--- config.mk ---
export PLATFORM = sky130hd
export DESIGN_NAME = rsig_tester
export DESIGN_NICKNAME = d
export VERILOG_FILES = /design/src/rtl/rsig_pkg.sv /design/src/rtl/rsig_seq.sv /design/src/rtl/rsig_misr.sv /design/src/rtl/rsig_cmp.sv /design/src/rtl/rsig_tester.sv
export SDC_FILE = /design/constraint.sdc
export NUM_CORES = 1
export LEC_CHECK = 0
export BUFFER_PORTS_ARGS = -buffer_cell sky130_fd_sc_hd__buf_4
export CORE_ASPECT_RATIO = 0.7
export CORE_MARGIN = 3
export CORE_UTILIZATION = 35
export DETAILED_ROUTE_END_ITERATION = 8
export HOLD_SLACK_MARGIN = 0.08
export SYNTH_ARGS = -nofsm -noshare
export SYNTH_HDL_FRONTEND = slang
export SYNTH_SLANG_ARGS = --single-unit
export TNS_END_PERCENT = 50
--- constraint.sdc ---
create_clock -name clk -period 2.48 [get_ports clk]
set_clock_uncertainty 0.05 [all_clocks]
set_input_delay 0.248 -clock clk [delete_from_list [all_inputs] [get_ports clk]]
set_output_delay 0.248 -clock clk [all_outputs]
set_load 0.01 [all_outputs]
--- src/rtl/rsig_pkg.sv ---
// Shared definitions for the ROM signature tester.
// Assumes: nothing beyond IEEE 1800-2017 synthesizable constructs.
package rsig_pkg;

    // Sequencer phase: idle, or issuing addresses to the memory.
    typedef enum logic {
        PH_IDLE  = 1'b0,
        PH_ISSUE = 1'b1
    } rsig_phase_t;

    // Default feedback taps for x^16+x^12+x^5+1.
    localparam logic [15:0] CCITT_TAPS = 16'h1021;

endpackage

--- src/rtl/rsig_seq.sv ---
// Address sequencer: walks 0..2^ADDR_W-1 once per accepted start and
// marks the cycle in which each returned word is valid.
// Assumes: memory read latency of exactly one clock; start requests
// while a run is in flight are dropped.
module rsig_seq
    import rsig_pkg::*;
#(
    parameter int ADDR_W = 8
) (
    input  logic              clk,
    input  logic              rst_n,
    input  logic              start_i,
    output logic [ADDR_W-1:0] addr_o,
    output logic              issue_o,
    output logic              seed_o,
    output logic              absorb_o,
    output logic              absorb_last_o
);
    localparam logic [ADDR_W-1:0] ADDR_MAX = {ADDR_W{1'b1}};

    rsig_phase_t       phase_q;
    logic [ADDR_W-1:0] addr_q;
    logic              vld_q;
    logic              last_q;
    logic              accept;

    // A start is taken only when no address or word is in flight.
    assign accept = start_i && (phase_q == PH_IDLE) && !vld_q;

    // Advance the address walk and delay the issue flags by the read latency.
    always_ff @(posedge clk) begin
        if (!rst_n) begin
            phase_q <= PH_IDLE;
            addr_q  <= '0;
            vld_q   <= 1'b0;
            last_q  <= 1'b0;
        end else begin
            vld_q  <= (phase_q == PH_ISSUE);
            last_q <= (phase_q == PH_ISSUE) && (addr_q == ADDR_MAX);
            case (phase_q)
                PH_IDLE: begin
                    if (accept) begin
                        addr_q  <= '0;
                        phase_q <= PH_ISSUE;
                    end
                end
                PH_ISSUE: begin
                    if (addr_q == ADDR_MAX) begin
                        phase_q <= PH_IDLE;
                    end else begin
                        addr_q <= addr_q + 1'b1;
                    end
                end
                default: phase_q <= PH_IDLE;
            endcase
        end
    end

    assign addr_o        = addr_q;
    assign issue_o       = (phase_q == PH_ISSUE);
    assign seed_o        = accept;
    assign absorb_o      = vld_q;
    assign absorb_last_o = vld_q && last_q;

endmodule

--- src/rtl/rsig_misr.sv ---
// Multiple-input signature register: folds one DATA_W-bit word per clock
// into a SIG_W-bit LFSR, data MSB first, feedback taps POLY.
// Assumes: seed and absorb never coincide (guaranteed by the sequencer).
module rsig_misr #(
    parameter int               SIG_W  = 16,
    parameter int               DATA_W = 16,
    parameter logic [SIG_W-1:0] POLY   = 16'h1021
) (
    input  logic              clk,
    input  logic              rst_n,
    input  logic              seed_i,
    input  logic              absorb_i,
    input  logic [DATA_W-1:0] data_i,
    output logic [SIG_W-1:0]  sig_o
);
    logic [SIG_W-1:0] sig_q;
    logic [SIG_W-1:0] sig_nxt;

    // One serial LFSR step per data bit, unrolled across the whole word.
    function automatic logic [SIG_W-1:0] fold_word(
        input logic [SIG_W-1:0]  s,
        input logic [DATA_W-1:0] w
    );
        logic [SIG_W-1:0] r;
        logic             fb;
        r = s;
        for (int b = DATA_W - 1; b >= 0; b--) begin
            fb = r[SIG_W-1] ^ w[b];
            r  = {r[SIG_W-2:0], 1'b0};
            if (fb) begin
                r = r ^ POLY;
            end
        end
        return r;
    endfunction

    // Next signature for the word currently on the data input.
    always_comb begin
        sig_nxt = fold_word(sig_q, data_i);
    end

    // Load all ones on seed, otherwise absorb valid words.
    always_ff @(posedge clk) begin
        if (!rst_n) begin
            sig_q <= '1;
        end else if (seed_i) begin
            sig_q <= '1;
        end else if (absorb_i) begin
            sig_q <= sig_nxt;
        end
    end

    assign sig_o = sig_q;

endmodule

--- src/rtl/rsig_cmp.sv ---
// Signature compare: raises done for one cycle after the final word and
// shows the verdict, then holds the verdict until the next done.
// Assumes: the signature input is final during the done cycle.
module rsig_cmp #(
    parameter int               SIG_W  = 16,
    parameter logic [SIG_W-1:0] GOLDEN = '0
) (
    input  logic             clk,
    input  logic             rst_n,
    input  logic             absorb_last_i,
    input  logic [SIG_W-1:0] sig_i,
    output logic             done_o,
    output logic             pass_o
);
    logic done_q;
    logic hold_q;
    logic match;

    assign match = (sig_i == GOLDEN);

    // Time the done pulse and latch the verdict at its end.
    always_ff @(posedge clk) begin
        if (!rst_n) begin
            done_q <= 1'b0;
            hold_q <= 1'b0;
        end else begin
            done_q <= absorb_last_i;
            if (done_q) begin
                hold_q <= match;
            end
        end
    end

    assign done_o = done_q;
    assign pass_o = done_q ? match : hold_q;

endmodule

--- src/rtl/rsig_tester.sv ---
// ROM signature tester top: sequencer, signature register and compare.
// Assumes: the memory returns the word one clock after the address.
module rsig_tester
    import rsig_pkg::*;
#(
    parameter int                ADDR_W = 8,
    parameter int                DATA_W = 16,
    parameter int                SIG_W  = 16,
    parameter logic [SIG_W-1:0]  POLY   = CCITT_TAPS,
    parameter logic [SIG_W-1:0]  GOLDEN = '0
) (
    input  logic              clk,
    input  logic              rst_n,
    input  logic              start_i,
    output logic [ADDR_W-1:0] rom_addr_o,
    input  logic [DATA_W-1:0] rom_data_i,
    output logic              done_o,
    output logic              pass_o
);
    logic             issue_w;
    logic             seed_w;
    logic             absorb_w;
    logic             absorb_last_w;
    logic [SIG_W-1:0] sig_w;

    rsig_seq #(
        .ADDR_W(ADDR_W)
    ) u_seq (
        .clk          (clk),
        .rst_n        (rst_n),
        .start_i      (start_i),
        .addr_o       (rom_addr_o),
        .issue_o      (issue_w),
        .seed_o       (seed_w),
        .absorb_o     (absorb_w),
        .absorb_last_o(absorb_last_w)
    );

    rsig_misr #(
        .SIG_W (SIG_W),
        .DATA_W(DATA_W),
        .POLY  (POLY)
    ) u_misr (
        .clk     (clk),
        .rst_n   (rst_n),
        .seed_i  (seed_w),
        .absorb_i(absorb_w),
        .data_i  (rom_data_i),
        .sig_o   (sig_w)
    );

    rsig_cmp #(
        .SIG_W (SIG_W),
        .GOLDEN(GOLDEN)
    ) u_cmp (
        .clk          (clk),
        .rst_n        (rst_n),
        .absorb_last_i(absorb_last_w),
        .sig_i        (sig_w),
        .done_o       (done_o),
        .pass_o       (pass_o)
    );

endmodule

==> summary.txt <==
STA
  • TNS Setup: 0 ps
  • Crit share post-route: between 80% and 90%
  • Slew headroom: 65.9%
  • Final Hold Vio Count: 0
  • Tightest Pin Transition: about 510 ps
  • Fin crit period: ~2200 ps
  • Hold Slack: between 200 and 250 ps
  • Unrepaired setup endpoints after global routing: false
  • Final setup viols: 0
  • Fin. max-slew vios: 0
  • Highest Clock Rate: 0.450 GHz

Routing
  • 1st-iter DRT viols: between 100 and 150
  • Via density per instance: about 5.0
  • DRC viols: 0
  • Total wire length: slightly below 4000 um
  • Vias: roughly 1300
  • Pre-antenna DRT Iters: 4
  • Drt wl/cell: approximately 15 um
  • Post-route ant nets: 0

Critical path
  • Crit. End Element: flip-flop
  • Critical Path Fanout Max: 4
  • CP Class: flip-flop to flip-flop
  • CP Launch Type: flip-flop
  • Arr. time, crit path: approximately 2300 ps
  • Crit path required time: 2590 ps

Layout
  • Final core utilization: 45.4%
  • Layout cells sized above 1: 22.3%
  • Fill count: about 470
  • Area Overhead vs Synth: 20.6%
  • ANT cells: 0
  • Post-route cell area: 2050 sq um
  • Layout Nets: 231

CTS
  • H-tree Lvls: 2
  • Sink Count: 29
  • TritonCTS clock tree: yes
  • Resized cells post-CTS: 0
  • TritonCTS Buffers: 5
  • Clk Latency, worst-skew pair: between 200 and 300 ps
  • Cts hold-fix bufs: 0
  • Reg clk slew, reported paths: about 60 ps
  • Root buf cell: clkbuf_8
  • Setup bufs post-CTS: 0
  • CTS Buffer Depth: 2

Global routing
  • Met2 usage: a little under a fifth
  • Grt total ovfl: 0
  • Initial antenna violation count: 0
  • Global-route wire length before repair: about 6500 um
  • Met1 Use GR: about a quarter
  • All-layer global routing usage: ~15%
  • Largest net degree at the start of global routing: 27
  • GR peak layer: met1
  • Met3 global-route usage: 3.61%
  • Number of global-route vias before repair: 1227

Yosys
  • Main synth FF type: dfxtp_1
  • Area fraction of the dominant cell type after synthesis: 34.2%
  • Post-synth top area cell: dfxtp_1
  • Synth Net Count: slightly below 200
  • Synthesized flop and latch total: 29
  • Sequential-to-total area share from yosys stat: between 30% and 40%
  • Synth warn: 0
  • Synth Area per Inst: 9.49 sq um
  • Post-Syn Area: around 1700 sq um
  • Syn Inst Count: around 180
  • Synth top area cells: dfxtp_1 (34%), xnor2_1 (13%), xor2_1 (6.7%), xnor2_2 (6.7%), nand2_1 (4.6%)
  • Number of enable flip-flop cells after synthesis: 0
  • Distinct cells, synth: 35
  • Ys async rst share: 0%

Floorplanning
  • I/O pin total: 29
  • Die outline area: about 5700 sq um
  • Initial Utilization: ~38%
  • Die W: 89.2 um
  • Core area: 4500 sq um
  • # rows: 20
  • Chip height: about 64 um

Job
  • Max_cap viols: 0

Pwr
  • PD cells: approximately 790 nW/um^2
  • P_leak: between 0.0008 and 0.0009 uW
  • Total power: about 1600 uW
  • Maximum VDD drop: just over 0.4 mV

Place
  • Gpl congestion: between 0.8 and 0.9
  • Placed instance area: just under 2000 sq um
  • IO Port Bufs: 28
  • Detail Placement HPWL: between 2000 and 3000 um

Worst hold path
  • Tightest Hold Check Type: input port to flip-flop

Outcome
  • Outcome: finished, final reports clean
[cells by family (layout without fill, tap and decap cells)]
logic type	count (synthesis)	after routing	share of synthesized area, %
adder cells (fa/ha/maj)	1	1	0.737
multiplexers	2	2	1.18
XOR/XNOR	52	52	35.1
AND/OR/NAND/NOR	64	64	18.4
buffers and inverters	8	40	2.51
AO/OA/AOI/OAI	23	23	7.89
flip-flops	29	29	34.2
[metrics by stage]
stage | setup slack (ps) | cells
detailed placement | 258 | 259
CTS | 249 | 266
global placement | 281 | 259
floorplan | 431 | 179
finish | 256 | 266
global route | 99.8 | 266
[power breakdown]
group          leakage, uW  internal, uW  switching, uW
sequential        0.000236           496           36.1
combinational     0.000551           361            338
clock            0.0000443           220            172
[final cells by class]
class / count / area [sq um] / area share [%]
clock buffer: 7 / 86.3 / 4.22
inverter: 3 / 11.3 / 0.550
multi-input combinational: 142 / 1070 / 52.5
sequential: 29 / 581 / 28.4
tap: 55 / 68.8 / 3.36
timing repair buffer: 30 / 225 / 11.0
[worst max-delay path, cell delays in order (launching register included)]
cell and delay (ps):
dfxtp_1 360, xnor2_2 290, xnor3_2 530, xnor2_2 270, xor3_1 370, o21ai_0 160, nand3b_1 80
[cell usage after synthesis (all sizes together) (2+ instances only)]
master  instances
xnor2          33
nand3           3
inv             3
nor2           11
nand3b          3
a21oi           3
dfxtp          29
xor2           13
o21ai          13
and3            3
nor3            9
nand2          21
and2            5
a31oi           3
xnor3           5
mux2i           2
clkbuf          3
nor4            2
nand4           3
[cells in the final DEF (no fill, tap or decap), types with 3 or more instances in the layout]
cell type	synthesis	layout
and3_1	3	3
xor2_1	13	13
o21ai_0	12	12
nand4_1	3	3
a21oi_1	3	3
dfxtp_1	29	29
xnor2_1	26	26
nor3_1	9	9
and2_1	4	4
nand3b_1	3	3
xnor2_2	7	7
nand2_1	21	21
a31oi_1	3	3
xnor3_2	3	3
clkbuf_8	0	6
nor2_1	11	11
buf_4	0	30
inv_1	3	3
nand3_1	3	3
[worst paths after layout]
path	cells after the start	to	slack (ps)	startpoint
worst max-delay path	6	u_misr.sig_o[15]	260	u_misr.sig_o[15]
worst min-delay path	2	u_misr.sig_o[6]	220	rst_n
worst max register to register	6	u_misr.sig_o[15]	260	u_misr.sig_o[15]
worst min register to register	1	u_cmp.done_o	420	u_seq.last_q
[routing by layer]
metal | vias up | share of wire (%)
li1 | 673 | -
met1 | 603 | 56
met2 | 47 | 37
met3 | 5 | 6.2
met4 | 0 | 1.0
met5 | - | 0
[registers in the layout (all words and copies together), names as in the netlist]
register,cells
u_cmp.done_o,1
u_cmp.hold_q,1
u_misr.sig_o,16
u_seq.absorb_o,1
u_seq.addr_o,8
u_seq.issue_o,1
u_seq.last_q,1
Note: power is estimated with default switching activity, not from simulation.
